## src/rtl/irq_dma_pkg.sv

```systemverilog
// Shared definitions for the interrupt / DMA request controller.
// Assumes: nothing beyond standard SystemVerilog.
package irq_dma_pkg;

    // Default number of event conditions.
    localparam int unsigned EVT_COUNT_DEF = 8;
    // Default width of the FIFO fill count.
    localparam int unsigned FILL_W_DEF    = 5;

    // State of the DMA request flop.
    typedef enum logic {
        DMA_IDLE   = 1'b0,
        DMA_ACTIVE = 1'b1
    } dma_state_e;

endpackage

```

## src/rtl/irq_status_reg.sv

```systemverilog
// Sticky interrupt status register. Each bit is set by its event pulse and
// cleared by a status read. A set in the same cycle as a read wins.
// Assumes: evt_i pulses are synchronous to clk; rd_i lasts one cycle per read.
module irq_status_reg #(
    parameter int unsigned N_EVT = irq_dma_pkg::EVT_COUNT_DEF
) (
    input  logic             clk,
    input  logic             rst_n,
    input  logic [N_EVT-1:0] evt_i,
    input  logic             rd_i,
    output logic [N_EVT-1:0] stat_o
);

    logic [N_EVT-1:0] stat_q;

    for (genvar g = 0; g < N_EVT; g++) begin : g_bit
        // Purpose: latch one event bit, clear on read unless re-set this cycle.
        always_ff @(posedge clk) begin
            if (!rst_n) begin
                stat_q[g] <= 1'b0;
            end else if (evt_i[g]) begin
                stat_q[g] <= 1'b1;
            end else if (rd_i) begin
                stat_q[g] <= 1'b0;
            end
        end
    end

    assign stat_o = stat_q;

    // with no read, no bit that was set may drop.
    a_r2_sticky: assert property (@(posedge clk) disable iff (!rst_n)
        !rd_i |=> ((stat_q & $past(stat_q)) == $past(stat_q)));

    // a pulsed event is present after the edge, read or not.
    a_r6_evt_kept: assert property (@(posedge clk) disable iff (!rst_n)
        (evt_i != '0) |=> ((stat_q & $past(evt_i)) == $past(evt_i)));

    // a read with no events leaves the register empty.
    a_r5_read_clears: assert property (@(posedge clk) disable iff (!rst_n)
        (rd_i && evt_i == '0) |=> (stat_q == '0));

endmodule

```

## src/rtl/irq_cfg_reg.sv

```systemverilog
// Configuration register: the per-event enable mask plus the FIFO threshold,
// both loaded from one write word (mask in the low bits).
// Assumes: cfg_we_i is a single-cycle strobe.
module irq_cfg_reg #(
    parameter int unsigned N_EVT = irq_dma_pkg::EVT_COUNT_DEF,
    parameter int unsigned CNT_W = irq_dma_pkg::FILL_W_DEF,
    localparam int unsigned CFG_W = N_EVT + CNT_W
) (
    input  logic             clk,
    input  logic             rst_n,
    input  logic             cfg_we_i,
    input  logic [CFG_W-1:0] cfg_wdata_i,
    output logic [N_EVT-1:0] mask_o,
    output logic [CNT_W-1:0] thr_o
);

    logic [N_EVT-1:0] mask_q;
    logic [CNT_W-1:0] thr_q;

    // Purpose: load mask and threshold on a write; all disabled after reset.
    always_ff @(posedge clk) begin
        if (!rst_n) begin
            mask_q <= '0;
            thr_q  <= '0;
        end else if (cfg_we_i) begin
            mask_q <= cfg_wdata_i[N_EVT-1:0];
            thr_q  <= cfg_wdata_i[CFG_W-1:N_EVT];
        end
    end

    assign mask_o = mask_q;
    assign thr_o  = thr_q;

    // a write is visible in the next cycle.
    a_r7_cfg_load: assert property (@(posedge clk) disable iff (!rst_n)
        cfg_we_i |=> (mask_q == $past(cfg_wdata_i[N_EVT-1:0]) &&
                      thr_q  == $past(cfg_wdata_i[CFG_W-1:N_EVT])));

endmodule

```

## src/rtl/dma_req_gen.sv

```systemverilog
// DMA request set/reset flop. Set when the fill count equals the threshold,
// reset when the fill count is zero; reset has priority.
// Assumes: fifo count is synchronous to clk.
module dma_req_gen #(
    parameter int unsigned CNT_W = irq_dma_pkg::FILL_W_DEF
) (
    input  logic             clk,
    input  logic             rst_n,
    input  logic [CNT_W-1:0] count_i,
    input  logic [CNT_W-1:0] thr_i,
    output logic             req_o
);
    import irq_dma_pkg::*;

    dma_state_e state_q, state_d;
    logic       empty;
    logic       at_thr;

    assign empty  = (count_i == '0);
    assign at_thr = (count_i == thr_i);

    // Purpose: next state, empty clears ahead of threshold match.
    always_comb begin
        state_d = state_q;
        if (empty) begin
            state_d = DMA_IDLE;
        end else if (at_thr) begin
            state_d = DMA_ACTIVE;
        end
    end

    // Purpose: hold the request state.
    always_ff @(posedge clk) begin
        if (!rst_n) begin
            state_q <= DMA_IDLE;
        end else begin
            state_q <= state_d;
        end
    end

    assign req_o = (state_q == DMA_ACTIVE);

    // an empty FIFO always drops the request.
    a_r9_empty_clears: assert property (@(posedge clk) disable iff (!rst_n)
        (count_i == '0) |=> !req_o);

    // a non-zero match raises the request.
    a_r8_thr_sets: assert property (@(posedge clk) disable iff (!rst_n)
        (count_i == thr_i && count_i != '0) |=> req_o);

    // with the FIFO non-empty, an active request stays active.
    a_r8_hold: assert property (@(posedge clk) disable iff (!rst_n)
        (req_o && count_i != '0) |=> req_o);

endmodule

```

## src/rtl/irq_dma_ctrl.sv

```systemverilog
// Top of the interrupt / DMA request controller. Combines the sticky status,
// the configuration register and the DMA flop, and gates the status with
// the mask to drive the active-low interrupt.
// Assumes: one clock domain, synchronous active-low reset.
module irq_dma_ctrl #(
    parameter int unsigned N_EVT = irq_dma_pkg::EVT_COUNT_DEF,
    parameter int unsigned CNT_W = irq_dma_pkg::FILL_W_DEF,
    localparam int unsigned CFG_W = N_EVT + CNT_W
) (
    input  logic             clk,
    input  logic             rst_n,
    input  logic [N_EVT-1:0] evt_pulse,
    input  logic [CNT_W-1:0] fifo_count,
    input  logic             stat_rd,
    input  logic             cfg_we,
    input  logic [CFG_W-1:0] cfg_wdata,
    output logic             irq_n,
    output logic             dma_req,
    output logic [N_EVT-1:0] stat_value
);

    logic [N_EVT-1:0] stat_w;
    logic [N_EVT-1:0] mask_w;
    logic [CNT_W-1:0] thr_w;
    logic [N_EVT-1:0] live_w;

    irq_status_reg #(.N_EVT(N_EVT)) u_status (
        .clk    (clk),
        .rst_n  (rst_n),
        .evt_i  (evt_pulse),
        .rd_i   (stat_rd),
        .stat_o (stat_w)
    );

    irq_cfg_reg #(.N_EVT(N_EVT), .CNT_W(CNT_W)) u_cfg (
        .clk         (clk),
        .rst_n       (rst_n),
        .cfg_we_i    (cfg_we),
        .cfg_wdata_i (cfg_wdata),
        .mask_o      (mask_w),
        .thr_o       (thr_w)
    );

    dma_req_gen #(.CNT_W(CNT_W)) u_dma (
        .clk     (clk),
        .rst_n   (rst_n),
        .count_i (fifo_count),
        .thr_i   (thr_w),
        .req_o   (dma_req)
    );

    // Purpose: per-event gating of latched status by its enable bit.
    for (genvar g = 0; g < N_EVT; g++) begin : g_gate
        assign live_w[g] = stat_w[g] & mask_w[g];
    end

    assign irq_n      = ~(|live_w);
    assign stat_value = stat_w;

    // an enabled event (mask unchanged) drives the interrupt low next cycle.
    a_r3_irq_follows: assert property (@(posedge clk) disable iff (!rst_n)
        (!cfg_we && |(evt_pulse & mask_w)) |=> !irq_n);

    // a read with no events and no config change releases the interrupt.
    a_r10_release: assert property (@(posedge clk) disable iff (!rst_n)
        (stat_rd && evt_pulse == '0 && !cfg_we) |=> irq_n);

    // the cycle after reset is seen, both outputs are idle.
    a_r1_reset_idle: assert property (@(posedge clk)
        !rst_n |=> (irq_n && !dma_req && stat_value == '0));

endmodule

```

## config.mk

```make
export PLATFORM = sky130hd
export DESIGN_NAME = irq_dma_ctrl
export DESIGN_NICKNAME = d
export VERILOG_FILES = /design/src/rtl/irq_dma_pkg.sv /design/src/rtl/irq_status_reg.sv /design/src/rtl/irq_cfg_reg.sv /design/src/rtl/dma_req_gen.sv /design/src/rtl/irq_dma_ctrl.sv
export SDC_FILE = /design/constraint.sdc
export NUM_CORES = 1
export LEC_CHECK = 0
export ABC_AREA = 0
export BUFFER_PORTS_ARGS = -buffer_cell sky130_fd_sc_hd__buf_2
export CAP_MARGIN = 20
export CORE_MARGIN = 4
export CORE_UTILIZATION = 47
export CTS_BUF_LIST = sky130_fd_sc_hd__clkbuf_4 sky130_fd_sc_hd__clkbuf_8
export CTS_CLUSTER_DIAMETER = 60
export DETAILED_ROUTE_END_ITERATION = 7
export PLACE_DENSITY = 0.78
export REMOVE_ABC_BUFFERS = 1
export SLEW_MARGIN = 10
export SYNTH_ARGS = -nofsm -noshare
export SYNTH_HDL_FRONTEND = slang
export SYNTH_SLANG_ARGS = --single-unit
```

## constraint.sdc

```tcl
create_clock -name clk -period 0.9 [get_ports clk]
set_input_delay 0.045 -clock clk [delete_from_list [all_inputs] [get_ports clk]]
set_output_delay 0.045 -clock clk [all_outputs]
set_load 0.03 [all_outputs]
```

==> impl_results.md <==
* Status: finished, violations left
* Failing checks: setup timing
* Fmax at 0.754 GHz
* Number of global-route vias before repair at 940
* Post-Route WL at between 2000 and 3000 µm
* Max-slew headroom at 77.8%
* Worst-path clk slew at roughly 0.12 ns
* Dpl ws at -0.0735 ns
* Synth Area in Simple Gates at 17.1%
* CTS Root Cell: clkbuf_4
* Vias at 870
* Worst Clk Skew at 0.00472 ns
* Most common cell after layout, fill and taps aside: buf_2
* Hpwl dp at around 1600 µm
* Clk buf depth at 2
* Min Tclk post-route at 1.33 ns
* First-pass GRT wire length at 4260 µm
* CP required at 0.85 ns
* Cts bufs inserted at 3
* Final setup viols at 7
* Setup TNS at -0.694 ns
* Area Overhead vs Synth at 67.5%
* Nets at 178
* Warnings, synthesis at 0
* Final Power at 2.15 mW
* Core Footprint at between 1500 and 2000 µm²
* Worst-Skew Late Latency at around 0.32 ns
* Worst VDD drop at between 1 and 1.5 mV
* Via density per instance at 5.06
* FP Rows at 15
* Worst-path fanout max at 2
* Post-Syn Instances at 83
* Wire per inst at 16.6 µm
* Mapped Avg Cell Area at 10.8 µm²
* Total global routing overflow at 0
* Final Hold Viols at 0
* Worst setup SP type: register
* Mapped cell area at around 890 µm²
* Synth Area in Compound Gates at 11.9%
* Chip Width at 51.6 µm
* Hold crit path type: input port to register
* Die ar. at 2660 µm²
* Die H at 51.6 µm
* Post-synthesis sequential area ratio at 49.3%
* Final hold slack at 0.0136 ns
* Most frequent cells in the layout: 29 x buf_2, 21 x nor2b_1, 16 x dlygate4sd3_1
* Diode count at 0
* RSZ-0062 raised after global routing: yes
* Initial drt markers at 8
* DRC viols at 0
* CP endpoint kind: output port
* Count of pins over their slew limit at 0
* H-Tree Depth at 1
* GRT Total Usage at 22.3%
* Combinational family with the most area after synthesis: simple AND/OR/NAND/NOR gates
* Mux cell area share after synthesis at between 10% and 20%
* Fin crit share at 147%
* Initial core utilization at between 50 and 60%
* Non-Filler Instances at around 170
* Cell Pwr Density at ~1400 nW/µm²
* Flops & latches, synth at 22
* Drt pass-1 iters at 4
* I/O Pins at 40
* Crit path DAT at 1.28 ns
* Placer Congestion at 0.702
* Antenna Nets Post-Route at 0
* MaxCap Viol Count at 0
* Port Buffer Count at 39
* Synth unique cells at 15
* Adder-Cell Fraction of Synth Area at 0%
* Clk sinks at 22
* Synth Area in XOR/XNOR at 4.90%
* TritonCTS clock tree: built
* Final WS setup at -0.426 ns
* Worst-Margin Slew at 0.332 ns
* Initial antenna violation count at 0
* Fraction of layout cells with a size suffix above 1 at 46.9%
* CP Class: register to output port
* Largest net degree at the start of global routing at 23
* DP Cell Count at 152
* Lkg Pwr at 0.659 nW
synthesized netlist by cell type, drive strengths merged:
cell type / instances / area [µm²]
a21oi: 1 / 5.00
a22oi: 4 / 30.0
a31oi: 1 / 6.26
and4: 1 / 8.76
buf: 2 / 12.5
clkbuf: 2 / 7.51
dfxtp: 22 / 440
mux2i: 13 / 130
nor2b: 21 / 131
nor3: 1 / 5.00
o21a: 8 / 60.1
o21ai: 1 / 5.00
or4: 1 / 7.51
xnor2: 5 / 43.8
critical path, stage by stage, from the launching register on:
cell and delay, ns:
dfxtp_2 0.35, a22oi_2 0.21, and4_1 0.25, buf_6 0.14
path summary, 6_finish.rpt:
check,slack [ns],endpoint,start,depth (start not counted)
max reg2reg,0,u_status.stat_o[4]$_SDFFE_PN0P_,u_status.stat_o[4]$_SDFFE_PN0P_,3
min reg2reg,0.54,u_dma.req_o$_SDFFE_PP0N_,u_dma.req_o$_SDFFE_PP0N_,2
min,0.01,u_cfg.thr_o[4]$_SDFFE_PN0P_,cfg_wdata[12],3
max,-0.43,irq_n,u_cfg.mask_o[7]$_SDFFE_PN0P_,3
timing repair:
action                                  4_1_cts  5_1_grt
hold buffers                                 16        0
endpoints found under the hold margin        16        0
buffers inserted                              1        0
endpoints found under the setup margin       10       10
pin swaps                                     1        1
gates resized for setup                      35        8
through the flow:
stage | utilization (%) | cell area, µm²
finish | 84.8 | 1500
detailed placement | 66.9 | 1180
floorplan | - | 873
CTS | 83.4 | 1470
global placement | 66.9 | 1180
global route | 84.8 | 1500
routing by layer:
| metal | routed length [µm] | vias to the layer above | global-route usage, % |
|---|---|---|---|
| li1 | - | 414 | - |
| met3 | 175 | 9 | 5.73 |
| met2 | 1440 | 41 | 40.0 |
| met5 | 0 | - | 0 |
| met4 | 103 | 0 | 12.2 |
| met1 | 1140 | 406 | 23.4 |
state kept, by name, indices dropped and copies added, names as in the netlist:
name	cells
u_cfg.mask_o	8
u_status.stat_o	8
u_cfg.thr_o	5
u_dma.req_o	1
layout make-up:
class | instances | area [µm²]
repair buffers | 64 | 517
well taps | 25 | 31.3
multi-input cells | 57 | 453
flip-flops and latches | 22 | 459
fillers | 107 | 268
clock buffers | 4 | 36.3
cell families after synthesis:
| family | after synthesis |
|---|---|
| buf+inv | 4 |
| flops | 22 |
| compound gates | 15 |
| simple gates | 24 |
| mux | 13 |
| xor+xnor | 5 |
power by group:
group	internal (mW)	total [mW]	switching (mW)
Sequential	1.04	1.09	0.0521
Clock	0.248	0.561	0.313
Combinational	0.286	0.502	0.216
Note: power is estimated with default switching activity, not from simulation.
